## config.mk

```make
export PLATFORM = sky130hd
export DESIGN_NAME = hrp_port
export DESIGN_NICKNAME = d
export VERILOG_FILES = /design/src/rtl/hrp_pkg.sv /design/src/rtl/hrp_sync.sv /design/src/rtl/hrp_seq.sv /design/src/rtl/hrp_store.sv /design/src/rtl/hrp_port.sv
export SDC_FILE = /design/constraint.sdc
export NUM_CORES = 1
export LEC_CHECK = 0
export BUFFER_PORTS_ARGS = -buffer_cell sky130_fd_sc_hd__buf_4
export CAP_MARGIN = 20
export CORE_AREA = 8 8 348 283
export DETAILED_ROUTE_END_ITERATION = 16
export DIE_AREA = 0 0 356 291
export HOLD_SLACK_MARGIN = 0.12
export PLACE_DENSITY_LB_ADDON = 0.25
export SYNTH_ARGS = -nofsm -noshare
export SYNTH_HDL_FRONTEND = slang
export SYNTH_SLANG_ARGS = --single-unit
```

## constraint.sdc

```tcl
create_clock -name clk -period 9.8 [get_ports clk]
set_input_delay 1.96 -clock clk [delete_from_list [all_inputs] [get_ports clk]]
set_output_delay 1.96 -clock clk [all_outputs]
set_load 0.005 [all_outputs]
```

## src/rtl/hrp_pkg.sv

```systemverilog
package hrp_pkg;
  typedef enum logic [1:0] {ST_IDLE, ST_CMD, ST_DATA, ST_DONE} hrp_state_e;
  typedef enum logic [1:0] {TG_REG, TG_TA, TG_TB, TG_NONE} hrp_tgt_e;
endpackage

```

## src/rtl/hrp_sync.sv

```systemverilog
module hrp_sync #(
  parameter int W = 4,
  parameter int STAGES = 2,
  parameter logic [W-1:0] RST = '0
) (
  input  logic         clk,
  input  logic         rst_n,
  input  logic [W-1:0] d,
  output logic [W-1:0] q
);
  logic [W-1:0] stg [STAGES];

  always_ff @(posedge clk or negedge rst_n) begin
    if (!rst_n) stg[0] <= RST;
    else        stg[0] <= d;
  end

  for (genvar g = 1; g < STAGES; g++) begin : g_stage
    always_ff @(posedge clk or negedge rst_n) begin
      if (!rst_n) stg[g] <= RST;
      else        stg[g] <= stg[g-1];
    end
  end

  assign q = stg[STAGES-1];
endmodule

```

## src/rtl/hrp_seq.sv

```systemverilog
module hrp_seq
  import hrp_pkg::*;
#(
  parameter int NREG  = 8,
  parameter int DEPTH = 42,
  parameter int AW    = 4,
  parameter int IW    = 6,
  parameter int RW    = 3,
  parameter int TA_ADDR = 8,
  parameter int TB_ADDR = 9
) (
  input  logic          clk,
  input  logic          rst_n,
  input  logic          cs_s,
  input  logic          sclk_s,
  input  logic          sdi_s,
  input  logic          spol_s,
  output logic          we_o,
  output hrp_tgt_e      tgt_o,
  output logic [RW-1:0] reg_sel_o,
  output logic [IW-1:0] tbl_idx_o,
  output logic [7:0]    wdata_o,
  input  logic [7:0]    rdata_i,
  output logic          sdo_o,
  output logic          sdo_oe_o
);
  localparam logic [RW:0]   NREG_S  = (RW+1)'(NREG);
  localparam logic [AW-1:0] NREG_A  = AW'(NREG);
  localparam logic [AW-1:0] TA_A    = AW'(TA_ADDR);
  localparam logic [AW-1:0] TB_A    = AW'(TB_ADDR);
  localparam logic [IW-1:0] DEPTH_C = IW'(DEPTH);
  localparam logic [IW-1:0] LAST_C  = IW'(DEPTH - 1);

  hrp_state_e    st_q, st_n;
  logic          rd_q, rd_n, bst_q, bst_n, ld_q, ld_n;
  logic [AW-1:0] adr_q, adr_n;
  logic [2:0]    bit_q, bit_n;
  logic [7:0]    rx_q, rx_n, tx_q, tx_n;
  logic [RW:0]   rstep_q, rstep_n;
  logic [IW-1:0] ia_q, ia_n, ib_q, ib_n;
  logic          sdo_q, sdo_n, sclk_d;
  logic          rise_e, fall_e, byte_done, last_byte;
  logic [7:0]    rx_full;

  assign rise_e    = sclk_s & ~sclk_d;
  assign fall_e    = ~sclk_s & sclk_d;
  assign byte_done = rise_e && (bit_q == 3'd7);
  assign rx_full   = {sdi_s, rx_q[7:1]};
  assign wdata_o   = rx_full;

  // target of the current data byte
  always_comb begin
    tgt_o     = TG_NONE;
    reg_sel_o = adr_q[RW-1:0];
    if (bst_q) begin
      reg_sel_o = rstep_q[RW-1:0];
      if (rstep_q < NREG_S)    tgt_o = TG_REG;
      else if (ia_q < DEPTH_C) tgt_o = TG_TA;
      else if (ib_q < DEPTH_C) tgt_o = TG_TB;
    end else begin
      if (adr_q < NREG_A)      tgt_o = TG_REG;
      else if (adr_q == TA_A)  tgt_o = TG_TA;
      else if (adr_q == TB_A)  tgt_o = TG_TB;
    end
  end
  assign tbl_idx_o = (tgt_o == TG_TB) ? ib_q : ia_q;

  always_comb begin
    if (bst_q) last_byte = (tgt_o == TG_TB) && (ib_q == LAST_C);
    else case (tgt_o)
      TG_TA:   last_byte = (ia_q == LAST_C);
      TG_TB:   last_byte = (ib_q == LAST_C);
      default: last_byte = 1'b1;
    endcase
  end

  // frame and byte sequencing
  always_comb begin
    st_n = st_q; rd_n = rd_q; bst_n = bst_q; adr_n = adr_q;
    bit_n = bit_q; rx_n = rx_q; rstep_n = rstep_q;
    ia_n = ia_q; ib_n = ib_q; ld_n = 1'b0; we_o = 1'b0;
    if (cs_s) begin
      st_n = ST_IDLE;
    end else begin
      case (st_q)
        ST_IDLE: begin
          st_n = ST_CMD; bit_n = '0; rstep_n = '0; ia_n = '0; ib_n = '0;
        end
        ST_CMD: if (rise_e) begin
          bit_n = bit_q + 3'd1;
          rx_n  = rx_full;
          if (byte_done) begin
            rd_n  = rx_full[0];
            adr_n = rx_full[AW:1];
            bst_n = rx_full[7];
            if (rx_full[7] && (rx_full[AW:1] != '0)) st_n = ST_DONE;
            else begin
              st_n = ST_DATA;
              ld_n = rx_full[0];
            end
          end
        end
        ST_DATA: if (rise_e) begin
          bit_n = bit_q + 3'd1;
          rx_n  = rx_full;
          if (byte_done) begin
            we_o = !rd_q && (tgt_o != TG_NONE);
            case (tgt_o)
              TG_REG:  if (bst_q) rstep_n = rstep_q + 1'b1;
              TG_TA:   ia_n = ia_q + 1'b1;
              TG_TB:   ib_n = ib_q + 1'b1;
              default: ;
            endcase
            if (last_byte) st_n = ST_DONE;
            else           ld_n = rd_q;
          end
        end
        default: ;
      endcase
    end
  end

  // serial output path
  always_comb begin
    tx_n  = tx_q;
    sdo_n = sdo_q;
    if (ld_q) begin
      if (spol_s) begin
        sdo_n = rdata_i[0];
        tx_n  = {1'b0, rdata_i[7:1]};
      end else begin
        tx_n  = rdata_i;
      end
    end else if ((st_q == ST_DATA) && rd_q) begin
      if ((spol_s && rise_e && !byte_done) || (!spol_s && fall_e)) begin
        sdo_n = tx_q[0];
        tx_n  = {1'b0, tx_q[7:1]};
      end
    end
  end

  always_ff @(posedge clk or negedge rst_n) begin
    if (!rst_n) begin
      st_q <= ST_IDLE; rd_q <= 1'b0; bst_q <= 1'b0; adr_q <= '0;
      bit_q <= '0; rx_q <= '0; rstep_q <= '0; ia_q <= '0; ib_q <= '0;
      ld_q <= 1'b0; tx_q <= '0; sdo_q <= 1'b0; sclk_d <= 1'b0;
    end else begin
      st_q <= st_n; rd_q <= rd_n; bst_q <= bst_n; adr_q <= adr_n;
      bit_q <= bit_n; rx_q <= rx_n; rstep_q <= rstep_n; ia_q <= ia_n;
      ib_q <= ib_n; ld_q <= ld_n; tx_q <= tx_n; sdo_q <= sdo_n;
      sclk_d <= sclk_s;
    end
  end

  assign sdo_o    = sdo_q;
  assign sdo_oe_o = (st_q == ST_DATA) && rd_q;

  p_idle_quiet_r6: assert property (@(posedge clk) disable iff (!rst_n)
    cs_s |=> !sdo_oe_o);
  p_oe_after_cmd_r6: assert property (@(posedge clk) disable iff (!rst_n)
    $rose(sdo_oe_o) |-> $past(st_q) == ST_CMD);
  p_idx_bound_r7: assert property (@(posedge clk) disable iff (!rst_n)
    (ia_q <= DEPTH_C) && (ib_q <= DEPTH_C));
  p_sdo_rise_only_r5: assert property (@(posedge clk) disable iff (!rst_n)
    spol_s && !rise_e && !ld_q |=> $stable(sdo_o));
  p_sdo_fall_only_r5: assert property (@(posedge clk) disable iff (!rst_n)
    !spol_s && !fall_e |=> $stable(sdo_o));
endmodule

```

## src/rtl/hrp_store.sv

```systemverilog
module hrp_store
  import hrp_pkg::*;
#(
  parameter int NREG  = 8,
  parameter int DEPTH = 42,
  parameter int IW    = 6,
  parameter int RW    = 3
) (
  input  logic             clk,
  input  logic             rst_n,
  input  logic             we_i,
  input  hrp_tgt_e         tgt_i,
  input  logic [RW-1:0]    reg_sel_i,
  input  logic [IW-1:0]    tbl_idx_i,
  input  logic [7:0]       wdata_i,
  output logic [7:0]       rdata_o,
  input  logic [IW-1:0]    wav_idx_i,
  output logic [7:0]       wav_a_o,
  output logic [7:0]       wav_b_o,
  output logic [NREG*8-1:0] cfg_o
);
  localparam logic [IW-1:0] DEPTH_C = IW'(DEPTH);

  logic [7:0] regs [NREG];
  logic [7:0] tbl_a [DEPTH];
  logic [7:0] tbl_b [DEPTH];

  for (genvar g = 0; g < NREG; g++) begin : g_reg
    always_ff @(posedge clk or negedge rst_n) begin
      if (!rst_n) regs[g] <= '0;
      else if (we_i && (tgt_i == TG_REG) && (reg_sel_i == RW'(g))) regs[g] <= wdata_i;
    end
    assign cfg_o[g*8 +: 8] = regs[g];
  end

  for (genvar g = 0; g < DEPTH; g++) begin : g_tbl
    always_ff @(posedge clk or negedge rst_n) begin
      if (!rst_n) tbl_a[g] <= '0;
      else if (we_i && (tgt_i == TG_TA) && (tbl_idx_i == IW'(g))) tbl_a[g] <= wdata_i;
    end
    always_ff @(posedge clk or negedge rst_n) begin
      if (!rst_n) tbl_b[g] <= '0;
      else if (we_i && (tgt_i == TG_TB) && (tbl_idx_i == IW'(g))) tbl_b[g] <= wdata_i;
    end
  end

  always_comb begin
    rdata_o = '0;
    case (tgt_i)
      TG_REG: rdata_o = regs[reg_sel_i];
      TG_TA:  if (tbl_idx_i < DEPTH_C) rdata_o = tbl_a[tbl_idx_i];
      TG_TB:  if (tbl_idx_i < DEPTH_C) rdata_o = tbl_b[tbl_idx_i];
      default: rdata_o = '0;
    endcase
  end

  assign wav_a_o = (wav_idx_i < DEPTH_C) ? tbl_a[wav_idx_i] : 8'h00;
  assign wav_b_o = (wav_idx_i < DEPTH_C) ? tbl_b[wav_idx_i] : 8'h00;

  p_cfg_hold_r3: assert property (@(posedge clk) disable iff (!rst_n)
    !we_i |=> $stable(cfg_o));
endmodule

```

## src/rtl/hrp_port.sv

```systemverilog
module hrp_port
  import hrp_pkg::*;
#(
  parameter int NREG  = 8,
  parameter int DEPTH = 42,
  parameter int AW    = 4,
  parameter int IW    = $clog2(DEPTH + 1)
) (
  input  logic              clk,
  input  logic              rst_n,
  input  logic              cs_n,
  input  logic              sclk,
  input  logic              sdi,
  input  logic              spol,
  output logic              sdo,
  output logic              sdo_oe,
  input  logic [IW-1:0]     wav_idx,
  output logic [7:0]        wav_a,
  output logic [7:0]        wav_b,
  output logic [NREG*8-1:0] cfg
);
  localparam int RW = $clog2(NREG);

  logic [3:0]    pins_s;
  logic          we;
  hrp_tgt_e      tgt;
  logic [RW-1:0] reg_sel;
  logic [IW-1:0] tbl_idx;
  logic [7:0]    wdata, rdata;

  hrp_sync #(.W(4), .STAGES(2), .RST(4'b0001)) u_sync (
    .clk(clk), .rst_n(rst_n),
    .d({spol, sdi, sclk, cs_n}), .q(pins_s)
  );

  hrp_seq #(.NREG(NREG), .DEPTH(DEPTH), .AW(AW), .IW(IW), .RW(RW),
            .TA_ADDR(NREG), .TB_ADDR(NREG + 1)) u_seq (
    .clk(clk), .rst_n(rst_n),
    .cs_s(pins_s[0]), .sclk_s(pins_s[1]), .sdi_s(pins_s[2]), .spol_s(pins_s[3]),
    .we_o(we), .tgt_o(tgt), .reg_sel_o(reg_sel), .tbl_idx_o(tbl_idx),
    .wdata_o(wdata), .rdata_i(rdata), .sdo_o(sdo), .sdo_oe_o(sdo_oe)
  );

  hrp_store #(.NREG(NREG), .DEPTH(DEPTH), .IW(IW), .RW(RW)) u_store (
    .clk(clk), .rst_n(rst_n),
    .we_i(we), .tgt_i(tgt), .reg_sel_i(reg_sel), .tbl_idx_i(tbl_idx),
    .wdata_i(wdata), .rdata_o(rdata), .wav_idx_i(wav_idx),
    .wav_a_o(wav_a), .wav_b_o(wav_b), .cfg_o(cfg)
  );
endmodule

```

# Word-level counts from Yosys, hierarchy flattened
# Index checks and enable logic that the tools add are counted.
# word_totals
reg_bits,790
latchBits,0
mem_bits_rw,0
romBits,0
inputBits,12
output_inout_bits,82
elab_cells,400
n_memories,0
# op_classes
n_addsub,4
n_mul,0
div_mod_pow,0
magnitude_cmp,9
n_eq_ne,71
shifts,0
n_mux,74
n_bitwise,8
reduce_logical,127
# ops
op,count
$bmux 8 s6,4
$mux 8,18
$logic_and 1x1->1,103
$eq 6x5->1 const B,16
$eq 6x6->1 const B,12
$eq 6x4->1 const B,8
$mux 6,7
$bmux 8 s3,1
$eq 6x3->1 const B,4
$lt 6x6->1 const B,4
$pmux 6 s2,2
$pmux 8 s3,1
$mux 2,11
$mux 1,19
$mux 4,4
$eq 3x3->1 const B,5
$ne 3x2->1 const B,5
$ge 7x7->1 const B,2
$not 6->7,2
$add 6x1->6 const B,2
$eq 6x2->1 const B,2
$reduce_and 6->1,2
$ne 2x1->1 const B,5
$reduce_and 5->1,2
other kinds (30),52

# Depth between registers and ports, before layout
# depth
depth_word,15
depth_mapped,21
mapped_depth_nobuf,16

# Hierarchy
# Synthesis repeated with hierarchy kept, for this count alone.
# unflattened
cells_unflattened,2911
hier_area_um2,42644.6
# by_module_without_submodules
module,n_inst,cells_each,area_per_inst_um2,seq_area_each_um2
hrp_store,1,2633,39821.9,18417.7
hrp_seq,1,266,2590.0,1126.1
hrp_sync,1,12,232.7,202.7

# Worst setup path before layout
# No wires, ideal clock.
# synth_path
path_type,input to output
startpoint,input wav_idx[0]
endpoint,output wav_a[5]
arrival_ps,4135
required_ps,7840
path_slack_ps,3705
cell_stages,9
n_path_buf,4
path_cell_list,clkbuf_1 buf_2 buf_1 buf_2 mux4_2 a22oi_1 nor2_1 o21ai_0 o21ai_0
# synth_between
elab_chain_len,5
# synth_lines
item,line,source
"start, declared",hrp_port.sv:17,"input logic [IW-1:0] wav_idx,"
$not 6->7 (implied by the code),hrp_store.sv:57,assign wav_a_o = (wav_idx_i < DEPTH_C) ? tbl_a[wav_idx_i] : 8'h00;
$bmux 8 s6,hrp_store.sv:57,
$mux 8 (implied by the code) (2 in a row),hrp_store.sv:57,
$mux 8 *,hrp_store.sv:57,
"end, declared",hrp_port.sv:18,"output logic [7:0] wav_a,"
# Mark *: on every way between the ends. The rest lies on a longest branch, timed or not. The select of a mux whose other input is x is not followed.

# Final worst setup path
# layout_path
startpoint,input wav_idx[0]
endpoint,output wav_a[2]
# Same word-level chain as after synthesis.

==> run_results.csv <==
group,metric,value,unit
floorplan,core-area,93260,um^2
pwr,p_total,8001,uW
critical_path,cp_common_cell,"o21ai_0",
sta,fin_crit_sh,73.49,%
critical_path,reg2reg_depth,17,
cts,clk_pin_slew,0.06,ns
final_layout,final_nets,3074,
grt,grt_start_max_net_pins,182,
routing,num_vias,29120,
cts,cts_hold_buf,0,
final_layout,final_common_cell,"dfrtp_1",
grt,gr-total-overflow,0,
grt,antenna_found_initial,4,
floorplan,rows,101,
synth,synth_seq_area_share,46.71,%
pwr,power.density,170.9,nW/um^2
routing,drc,0,
synth,synth_edf_count,0,
critical_path,cp-start-kind,"primary input",
cts,htreeDepth,3,
grt,grt_pass1_wl,200.9,mm
pwr,seq_power_share,42.9,%
final_layout,fillers,7886,
pwr,ir_worst_vdd,0.1526,mV
placed_design,io_buffers,93,
synth,yosysWarnings,0,
critical_path,r2r-start,"u_seq.ib_q[3]$_DFFE_PN0P_",
pwr,pwr-share-clk,41.7,%
cts,cts_tree,"built",
hold_path,hold_class,"flip-flop to flip-flop",
status,status,"finished, final reports clean",
sta,final_hold_viol_count,0,
sta,slew_violations,0,
routing,finalWirelength,133.6,mm
final_layout,drive_gt1_share,47.72,%
grt,grt_usage,25.39,%
routing,via_per_inst,6.690,
cts,post_cts_buffers,0,
critical_path,slowest_stage,"buf_8",
synth,synth_fa_ha_area_share,0.4440,%
synth,synth_top_flop_cell,"dfrtp_1",
hold_path,min_path_cells,0,
synth,muxShareOfSynthArea,37.03,%
final_layout,mostFrequentLayoutCells,"779 x dfrtp_1, 778 x mux2_2, 286 x mux4_2",
pwr,power_switching,2401,uW
pwr,combPwrFrac,15.4,%
cts,cts_buffer_depth,3,
synth,synth.distinct_cells,85,
sta,maxSlewHeadroom,14.42,%
synth,syn_avg_cell_area,13.79,um^2
sta,min_period,7.202,ns
floorplan,die_w,356,um
routing,wl_per_cell,30.71,um
synth,synth_compound_area_share,6.932,%
critical_path,critPathKind,"primary input to primary output",
critical_path,max_stage_delay,0.63,ns
synth,synthXorXnorAreaFrac,0.1865,%
critical_path,crit_path_max_fanout,81,
floorplan,ios,94,
pwr,p_int,5600,uW
hold_path,min_to,"u_sync.q[2]$_DFF_PN0_",
grt,grt_pass1_vias,29640,
cts,cts_root_buf,"clkbuf_16",
critical_path,crit_chain,"buf_8, buf_12, mux4_2, a22oi_1, nor2_1, o21ai_0, o21ai_0, buf_4",
sta,finClkSkew,0.02818,ns
placed_design,dp_hpwl,86.78,mm
critical_path,critical_path_arrival,5.24,ns
hold_path,hold_path_startpoint,"u_sync.stg[6]$_DFF_PN0_",
cts,clock-sinks,789,
pwr,p_sw_share,30.00,%
synth,ys_seq_elements,789,
critical_path,cp-end-kind,"primary output",
critical_path,required,7.84,ns
synth,syn-cell-area,42270,um^2
placed_design,gp_congestion,0.9606,
sta,tightest_slew,1.273,ns
floorplan,die_h,291,um
routing,firstDrtPassIters,9,
sta,setup_violations,0,
sta,grt_setup_unrepaired,"false",
synth,synthSimpleGateAreaFrac,5.689,%
synth,syn-num-nets,3093,
routing,postRouteAntennaNets,0,
critical_path,reg2reg_slack,3.69,ns
cts,numCtsBuffers,84,
run,maxCapViolCount,0,
synth,synthArstFlopShare,100.0,%
synth,synth_top_family_by_area,"multiplexers",
synth,synth_cells,3066,
routing,drt_first_iter_violations,3557,
floorplan,die_area,103600,um^2
pwr,p_leak,0.02082,uW
cts,cts_resized,0,
cts,clkLatencyLatePin,0.67,ns
floorplan,initial_utilization,45.33,%
final_layout,area_delta_synth_final,10.73,%
sta,tns,0,ns
critical_path,rr_endpoint,"u_seq.tx_q[4]$_DFFE_PN0P_",
sta,max_freq,138.9,MHz
## final cells by class
type	instances	area (um^2)	share of cell area (%)
Tap cell	1236	1546	3.304
Multi-Input combinational cell	2003	21340	45.58
Clock inverter	39	439.2	0.9383
Sequential cell	789	19760	42.22
Clock buffer	114	2427	5.186
Antenna cell	2	5.005	0.01069
Timing Repair Buffer	147	1209	2.582
Inverter	22	83.83	0.1791
## cell families (layout without fill, tap and decap cells)
logic type / Yosys count / count (layout)
buffers and inverters: 274 / 322
and+or+nand+nor: 430 / 430
adders and majority gates: 15 / 15
other: 0 / 2
muxes: 1108 / 1108
AOI/OAI and AO/OA: 441 / 441
DFF: 789 / 789
xor gates and xnor gates: 9 / 9
## power groups by stage
stage | clock network [uW] | logic [uW] | registers [uW]
finish | 3340 | 1230 | 3430
global route | 3520 | 1300 | 3430
CTS | 3390 | 1210 | 3420
detailed placement | 0 | 1210 | 3480
global placement | 0 | 1180 | 3480
floorplan | 0 | 941 | 3360
## critical path, delay by kind of cell
| kind | cells | cell delay (ns) |
|---|---|---|
| AO/OA/AOI/OAI | 3 | 1.05 |
| AND/OR/NAND/NOR | 1 | 0.08 |
| buffers and inverters | 3 | 1.34 |
| multiplexers | 1 | 0.57 |
## cells in the mapped netlist (10+ instances only)
library cell,instances,area share (%)
buf_4,13,0.23
mux4_2,286,15
a21oi_1,55,0.65
buf_6,12,0.32
nand4_1,12,0.18
o21ai_0,95,1.1
nand3_1,22,0.26
a22oi_1,18,0.32
nor2_4,20,0.53
dfrtp_1,787,47
and2_1,18,0.27
inv_1,22,0.20
a311oi_1,12,0.25
nor2_1,81,0.72
buf_1,20,0.18
nand2_1,134,1.2
clkbuf_1,163,1.4
nor3_2,21,0.50
ha_1,15,0.44
buf_2,39,0.46
o21a_1,13,0.23
o41ai_1,11,0.23
mux2_2,779,21
o2111ai_1,10,0.21
nor2_2,46,0.68
and3_1,17,0.25
o22ai_1,114,1.7
a211oi_1,14,0.25
mux2i_1,41,0.97
a21o_1,14,0.25
## flip-flops by register name, indices dropped and copies added (netlist names), 2 cells and up
| register | cells |
|---|---|
| u_seq.rx_q | 7 |
| u_store.tbl_b | 336 |
| u_seq.rstep_q | 4 |
| u_seq.bit_q | 3 |
| u_seq.adr_q | 4 |
| u_seq.ia_q | 6 |
| u_sync.q | 4 |
| u_seq.ib_q | 6 |
| u_seq.st_q | 2 |
| u_store.cfg_o | 64 |
| u_seq.tx_q | 8 |
| u_store.tbl_a | 336 |
| u_sync.stg | 4 |
## metal layers
| layer | vias to the layer above | track usage [%] | wire, um |
|---|---|---|---|
| met4 | 2 | 9.179 | 5382 |
| met1 | 15400 | 36.16 | 55850 |
| met2 | 1646 | 36.80 | 58200 |
| met3 | 334 | 7.452 | 14200 |
| li1 | 11730 | - | - |
| met5 | - | 0 | 7 |
## how the worst max path moves through the flow
stage	from	endpoint	slack, ns	cells past startpoint
2_1_floorplan	wav_idx[0]	wav_a[5]	3.71	9
3_3_place_gp	wav_idx[0]	wav_a[2]	2.70	8
3_5_place_dp	wav_idx[1]	wav_a[3]	2.65	7
4_1_cts	wav_idx[1]	wav_a[3]	2.65	7
5_1_grt	wav_idx[0]	wav_a[2]	2.49	8
6_report	wav_idx[0]	wav_a[2]	2.60	8
## through the flow
stage | setup WS, ns | hold slack (ns) | std cells | utilization, % | instance area (um^2)
after floorplan | 3.705 | 0.3312 | 3066 | - | 42270
after global placement | 2.703 | 0.3361 | 4193 | 47.07 | 43890
after detailed placement | 2.648 | 0.3419 | 4194 | 47.08 | 43910
after CTS | 2.646 | 0.3527 | 4347 | 50.15 | 46770
after global routing | 2.492 | 0.3578 | 4350 | 50.18 | 46800
final | 2.598 | 0.3477 | 4352 | 50.19 | 46810
Power figures use the tool's default switching activity.
